$ cat src/rtl/beam_latch_pkg.sv
package beam_latch_pkg;
    typedef enum logic {
        HALF_LO = 1'b0,
        HALF_HI = 1'b1
    } half_e;
endpackage

$ cat src/rtl/beam_trig_detect.sv
module beam_trig_detect #(
    parameter int DW         = 8,
    parameter int AW         = 4,
    parameter logic [AW-1:0] TRIG_ADDR = 4'h0,
    parameter logic [AW-1:0] PORT_ADDR = 4'h8
) (
    input  logic          clk,
    input  logic          rst_n,
    input  logic [AW-1:0] cpu_addr,
    input  logic          cpu_rd,
    input  logic          cpu_wr,
    input  logic [DW-1:0] cpu_wdata,
    output logic          capture
);
    localparam int MSB = DW - 1;

    logic [DW-1:0] port_q;
    logic          port_wr;
    logic          sw_hit;
    logic          port_fall;

    assign port_wr   = cpu_wr && (cpu_addr == PORT_ADDR);
    assign sw_hit    = cpu_rd && (cpu_addr == TRIG_ADDR);
    assign port_fall = port_wr && port_q[MSB] && !cpu_wdata[MSB];
    assign capture   = sw_hit || port_fall;

    always_ff @(posedge clk) begin
        if (!rst_n) begin
            port_q <= '0;
        end else if (port_wr) begin
            port_q <= cpu_wdata;
        end
    end


    port_store_chk: assert property (@(posedge clk) disable iff (!rst_n)
        port_wr |=> port_q == $past(cpu_wdata));


    port_keep_chk: assert property (@(posedge clk) disable iff (!rst_n)
        !port_wr |=> $stable(port_q));
endmodule

$ cat src/rtl/beam_half_seq.sv
module beam_half_seq
    import beam_latch_pkg::*;
#(
    parameter int AW = 4,
    parameter logic [AW-1:0] OWN_ADDR = 4'h1,
    parameter logic [AW-1:0] CLR_ADDR = 4'h3
) (
    input  logic          clk,
    input  logic          rst_n,
    input  logic [AW-1:0] cpu_addr,
    input  logic          cpu_rd,
    output half_e         sel
);
    half_e state_q;
    half_e state_d;
    logic  own_rd;
    logic  clr_rd;

    assign own_rd = cpu_rd && (cpu_addr == OWN_ADDR);
    assign clr_rd = cpu_rd && (cpu_addr == CLR_ADDR);

    always_ff @(posedge clk) begin
        if (!rst_n) begin
            state_q <= HALF_LO;
        end else begin
            state_q <= state_d;
        end
    end

    always_comb begin
        state_d = state_q;
        unique case (state_q)
            HALF_LO: begin
                if (clr_rd) begin
                    state_d = HALF_LO;
                end else if (own_rd) begin
                    state_d = HALF_HI;
                end
            end
            HALF_HI: begin
                if (clr_rd || own_rd) begin
                    state_d = HALF_LO;
                end
            end
            default: state_d = HALF_LO;
        endcase
    end

    assign sel = state_q;


    clear_lo_chk: assert property (@(posedge clk) disable iff (!rst_n)
        clr_rd |=> sel == HALF_LO);


    toggle_chk: assert property (@(posedge clk) disable iff (!rst_n)
        (own_rd && !clr_rd) |=> sel != $past(sel));


    idle_hold_chk: assert property (@(posedge clk) disable iff (!rst_n)
        (!own_rd && !clr_rd) |=> $stable(sel));
endmodule

$ cat src/rtl/beam_hold_reg.sv
module beam_hold_reg #(
    parameter int W = 9
) (
    input  logic         clk,
    input  logic         rst_n,
    input  logic         load,
    input  logic [W-1:0] live,
    output logic [W-1:0] held
);
    logic [W-1:0] held_q;

    always_ff @(posedge clk) begin
        if (!rst_n) begin
            held_q <= '0;
        end else if (load) begin
            held_q <= live;
        end
    end

    assign held = held_q;


    load_take_chk: assert property (@(posedge clk) disable iff (!rst_n)
        load |=> held == $past(live));


    no_load_keep_chk: assert property (@(posedge clk) disable iff (!rst_n)
        !load |=> $stable(held));
endmodule

$ cat src/rtl/beam_latch_regs.sv
module beam_latch_regs
    import beam_latch_pkg::*;
#(
    parameter int CNT_W = 9,
    parameter int DW    = 8,
    parameter int AW    = 4,
    parameter logic [AW-1:0] TRIG_ADDR = 4'h0,
    parameter logic [AW-1:0] HPOS_ADDR = 4'h1,
    parameter logic [AW-1:0] VPOS_ADDR = 4'h2,
    parameter logic [AW-1:0] STAT_ADDR = 4'h3,
    parameter logic [AW-1:0] PORT_ADDR = 4'h8
) (
    input  logic             clk,
    input  logic             rst_n,
    input  logic [CNT_W-1:0] h_cnt,
    input  logic [CNT_W-1:0] v_cnt,
    input  logic [AW-1:0]    cpu_addr,
    input  logic             cpu_rd,
    input  logic             cpu_wr,
    input  logic [DW-1:0]    cpu_wdata,
    input  logic [DW-1:0]    open_bus,
    output logic [DW-1:0]    rd_data,
    output logic [CNT_W-1:0] held_h,
    output logic [CNT_W-1:0] held_v
);
    localparam int HI_BITS = CNT_W - DW;
    localparam int NAX     = 2;

    logic capture;
    half_e sel [NAX];
    logic [CNT_W-1:0] live_c [NAX];
    logic [CNT_W-1:0] held_c [NAX];
    logic [DW-1:0]    half_c [NAX];

    assign live_c[0] = h_cnt;
    assign live_c[1] = v_cnt;

    beam_trig_detect #(
        .DW(DW), .AW(AW), .TRIG_ADDR(TRIG_ADDR), .PORT_ADDR(PORT_ADDR)
    ) u_trig (
        .clk(clk), .rst_n(rst_n), .cpu_addr(cpu_addr), .cpu_rd(cpu_rd),
        .cpu_wr(cpu_wr), .cpu_wdata(cpu_wdata), .capture(capture)
    );

    for (genvar a = 0; a < NAX; a++) begin : g_axis
        localparam logic [AW-1:0] OWN = (a == 0) ? HPOS_ADDR : VPOS_ADDR;

        beam_hold_reg #(.W(CNT_W)) u_hold (
            .clk(clk), .rst_n(rst_n), .load(capture),
            .live(live_c[a]), .held(held_c[a])
        );

        beam_half_seq #(.AW(AW), .OWN_ADDR(OWN), .CLR_ADDR(STAT_ADDR)) u_seq (
            .clk(clk), .rst_n(rst_n), .cpu_addr(cpu_addr),
            .cpu_rd(cpu_rd), .sel(sel[a])
        );

        always_comb begin
            if (sel[a] == HALF_HI) begin
                half_c[a] = {open_bus[DW-1:HI_BITS], held_c[a][CNT_W-1:DW]};
            end else begin
                half_c[a] = held_c[a][DW-1:0];
            end
        end
    end

    assign held_h = held_c[0];
    assign held_v = held_c[1];

    always_comb begin
        rd_data = '0;
        if (cpu_rd) begin
            if (cpu_addr == HPOS_ADDR) begin
                rd_data = half_c[0];
            end else if (cpu_addr == VPOS_ADDR) begin
                rd_data = half_c[1];
            end else begin
                rd_data = open_bus;
            end
        end
    end


    trig_read_bus_chk: assert property (@(posedge clk) disable iff (!rst_n)
        (cpu_rd && cpu_addr == TRIG_ADDR) |-> rd_data == open_bus);


    idle_zero_chk: assert property (@(posedge clk) disable iff (!rst_n)
        !cpu_rd |-> rd_data == '0);


    port_fall_cap_chk: assert property (@(posedge clk) disable iff (!rst_n)
        (cpu_wr && cpu_addr == PORT_ADDR && !cpu_wdata[DW-1] &&
         !(cpu_rd && cpu_addr == TRIG_ADDR) && $past(cpu_wr && cpu_addr == PORT_ADDR
         && cpu_wdata[DW-1])) |=> held_h == $past(h_cnt));
endmodule

$ cat config.mk
export PLATFORM = sky130hd
export DESIGN_NAME = beam_latch_regs
export DESIGN_NICKNAME = d
export VERILOG_FILES = /design/src/rtl/beam_latch_pkg.sv /design/src/rtl/beam_trig_detect.sv /design/src/rtl/beam_half_seq.sv /design/src/rtl/beam_hold_reg.sv /design/src/rtl/beam_latch_regs.sv
export SDC_FILE = /design/constraint.sdc
export NUM_CORES = 1
export LEC_CHECK = 0
export BUFFER_PORTS_ARGS = -buffer_cell sky130_fd_sc_hd__buf_4
export CAP_MARGIN = 25
export CORE_MARGIN = 2
export CORE_UTILIZATION = 44
export CTS_CLUSTER_DIAMETER = 30
export CTS_CLUSTER_SIZE = 40
export DETAILED_ROUTE_END_ITERATION = 8
export PLACE_DENSITY = 0.83
export SYNTH_ARGS = -nofsm -noshare
export SYNTH_HDL_FRONTEND = slang
export SYNTH_SLANG_ARGS = --single-unit
$ cat constraint.sdc
create_clock -name clk -period 1.4 [get_ports clk]
set_input_delay 0.14 -clock clk [delete_from_list [all_inputs] [get_ports clk]]
set_output_delay 0.14 -clock clk [all_outputs]
set_load 0.005 [all_outputs]
==> results_dict.tcl <==
set metrics [dict create \
    status "finished with violations" \
    violations "setup timing" \
    cts_buffers 3 \
    max_stage_delay_ps 380 \
    first_global_vias 1344 \
    grt_util_all_layers_pct 23.3 \
    diodes 0 \
    antenna_found_initial 0 \
    root_buffer "clkbuf_4" \
    path_max_fanout 7 \
    via_per_inst 5.48 \
    clk_latency_ps 320 \
    required_ps 1260 \
    htree_levels 1 \
    final_cell_mix "buf_4 (66), nand2_1 (37), mux2i_1 (21)" \
    ioPinCount 68 \
    dp_cells 239 \
    ant_nets 0 \
    layout_commonest_cell "buf_4" \
    drive_above_1_share_pct 51.9 \
    crit_arrival_ps 1510 \
    finalMaxSlewViolations 0 \
    drt-initial-drc-count 23 \
    drc_errors 0 \
    power.leakage_nw 0.812 \
    path_cells "buf_12 > mux2_4 > o21ai_2 > a211oi_2 > buf_4" \
    cp-end-kind "output port" \
    place_congestion 0.907 \
    grt_pass1_wl_mm 5.93 \
    post_cts_buffers 0 \
    synthesis.nets 193 \
    syn_inst 151 \
    max_freq_mhz 604 \
    regArea_um2 422 \
    start_util_pct 45.3 \
    wl_per_cell_um 15.5 \
    setup_ws_ps -255 \
    finClkSkew_ps 4.78 \
    vias 1331 \
    startpoint "g_axis[0].u_seq.sel$_SDFF_PN0_" \
    powerDensity_mw_per_mm2 631 \
    min_period_ps 1650 \
    hold_buffers 0 \
    die_w_um 56.8 \
    min_from "h_cnt[8]" \
    worstSetupPathType "reg2out" \
    synth_cell_types 24 \
    yosysSeqAreaShare_pct 34.3 \
    area_delta_synth_final_pct 57.4 \
    syn_area_mm2 0.00123 \
    cts_sinks 21 \
    clk_pin_slew_ps 130 \
    drt_pass1_iterations 4 \
    port_buffers 60 \
    avgSynthCellArea_um2 8.13 \
    final_nets 255 \
    dp_hpwl_mm 2.69 \
    grt_max_degree 38 \
    post-route-period-util_pct 118 \
    ir_drop_uv 502 \
    num_rows 19 \
    cts_tree "built" \
    critPathSlowestCell "dfxtp_2" \
    coreArea_mm2 0.00271 \
    worst_pin_slew_ps 319 \
    multi_input_area_um2 890 \
    worstSetupStartpointType "register" \
    rr_startpoint "u_trig.port_q[7]$_SDFFE_PN0P_" \
    synth-seq-cells 21 \
    finalHoldViolations 0 \
    finalSetupViolCount 8 \
    dieArea_mm2 0.00323 \
    yosys_warnings 0 \
    die_height_um 56.8 \
    cts_buffer_depth 2 \
    fin_total_pwr_w 0.00122 \
    hold_path.class "in2reg" \
    relSlewSlack_pct 78.5 \
    rsz0062_at_grt "true" \
    wl_mm 3.76 \
    overflow 0 \
    hold_slack_ps 58.6 \
    cap_viol_max_count 0 \
    fin_cells 243 \
    fillers 219 \
]
-- per-stage QoR --
step	TNS, ps	area, um2	util (%)	setup slack (ps)
3_5_place_dp	-1970	1750	64.5	-186
5_1_grt	-2160	1930	71.3	-292
6_report	-1800	1930	71.3	-255
3_3_place_gp	-1270	1750	64.5	-175
2_1_floorplan	0	1230	-	81.6
4_1_cts	-1660	1860	68.7	-216
-- layout make-up --
cell class / count / share of cell area, %
Sequential cell: 21 / 21.8
Multi-Input combinational cell: 116 / 46.0
Clock inverter: 1 / 0.259
Timing Repair Buffer: 69 / 28.3
Clock buffer: 3 / 1.17
Tap cell: 31 / 2.01
Inverter: 2 / 0.389
-- Yosys cell counts --
| cell type | n | share of area [%] |
|---|---|---|
| nor4bb_1 | 2 | 1.6 |
| buf_6 | 2 | 1.8 |
| mux2i_1 | 21 | 17 |
| o21ai_0 | 9 | 3.7 |
| a211oi_1 | 7 | 4.3 |
| or2_2 | 1 | 0.51 |
| buf_4 | 1 | 0.61 |
| nor4b_2 | 1 | 1.2 |
| inv_1 | 2 | 0.61 |
| nand2_1 | 37 | 11 |
| nand2b_1 | 2 | 1.0 |
| nor3_1 | 7 | 2.9 |
| clkbuf_1 | 8 | 2.4 |
| o21ai_1 | 1 | 0.41 |
| nand4b_1 | 1 | 0.71 |
| dfxtp_1 | 21 | 34 |
| or3_1 | 3 | 1.5 |
| or3b_1 | 1 | 0.71 |
| a31oi_1 | 1 | 0.51 |
| a21oi_1 | 2 | 0.82 |
| or4b_1 | 1 | 0.82 |
| nor2_1 | 11 | 3.4 |
| clkbuf_2 | 1 | 0.41 |
| mux2_2 | 8 | 7.3 |
-- metal layers --
| metal | GRT usage (%) | vias up | part of all wire [%] |
|---|---|---|---|
| met5 | 0 | - | 0 |
| met4 | 7.64 | 0 | 1.9 |
| met3 | 5.07 | 9 | 6.9 |
| met2 | 41.7 | 58 | 51 |
| met1 | 27.3 | 623 | 40 |
| li1 | - | 641 | - |
-- state kept, by name, indices dropped and copies added (netlist names) --
register and count:
g_axis.u_hold.held 18, u_trig.port_q 1, g_axis.u_seq.sel 2
-- kinds of logic after synthesis --
family | after synthesis | share of synthesized area (%)
mux | 29 | 24.5
simple gates | 67 | 25.7
buf+inv | 14 | 5.91
compound gates | 20 | 9.68
flops | 21 | 34.3
-- power by group --
part / leakage, nW / internal [W] / switching [W] / total [W]
clock: 0.0177 / 0.000107 / 0.000207 / 0.000314
combinational: 0.624 / 0.000160 / 0.000131 / 0.000291
sequential: 0.170 / 0.000606 / 0.00000775 / 0.000614
-- final timing paths --
| check | to | slack (ps) | cells past startpoint |
|---|---|---|---|
| worst max register to register | g_axis[1].u_hold.held[5]$_SDFFE_PN0P_ | 270 | 4 |
| worst max-delay path | rd_data[6] | -250 | 5 |
| worst min-delay path | g_axis[0].u_hold.held[8]$_SDFFE_PN0P_ | 60 | 3 |
| worst min register to register | g_axis[0].u_hold.held[7]$_SDFFE_PN0P_ | 490 | 2 |
-- timing repair --
item	CTS	global route
setup endpoints to repair	8	8
endpoints found under the hold margin	0	0
pin swaps	11	9
resized for setup	29	15
gates cloned	0	0
-- worst max-delay path, delay by kind of cell, from the launching register on --
kind	cells	cell delay, ps
mux	1	310
compound gates	2	220
buf+inv	2	280
flops	1	380
No activity file was read; power rests on OpenSTA's default activity.
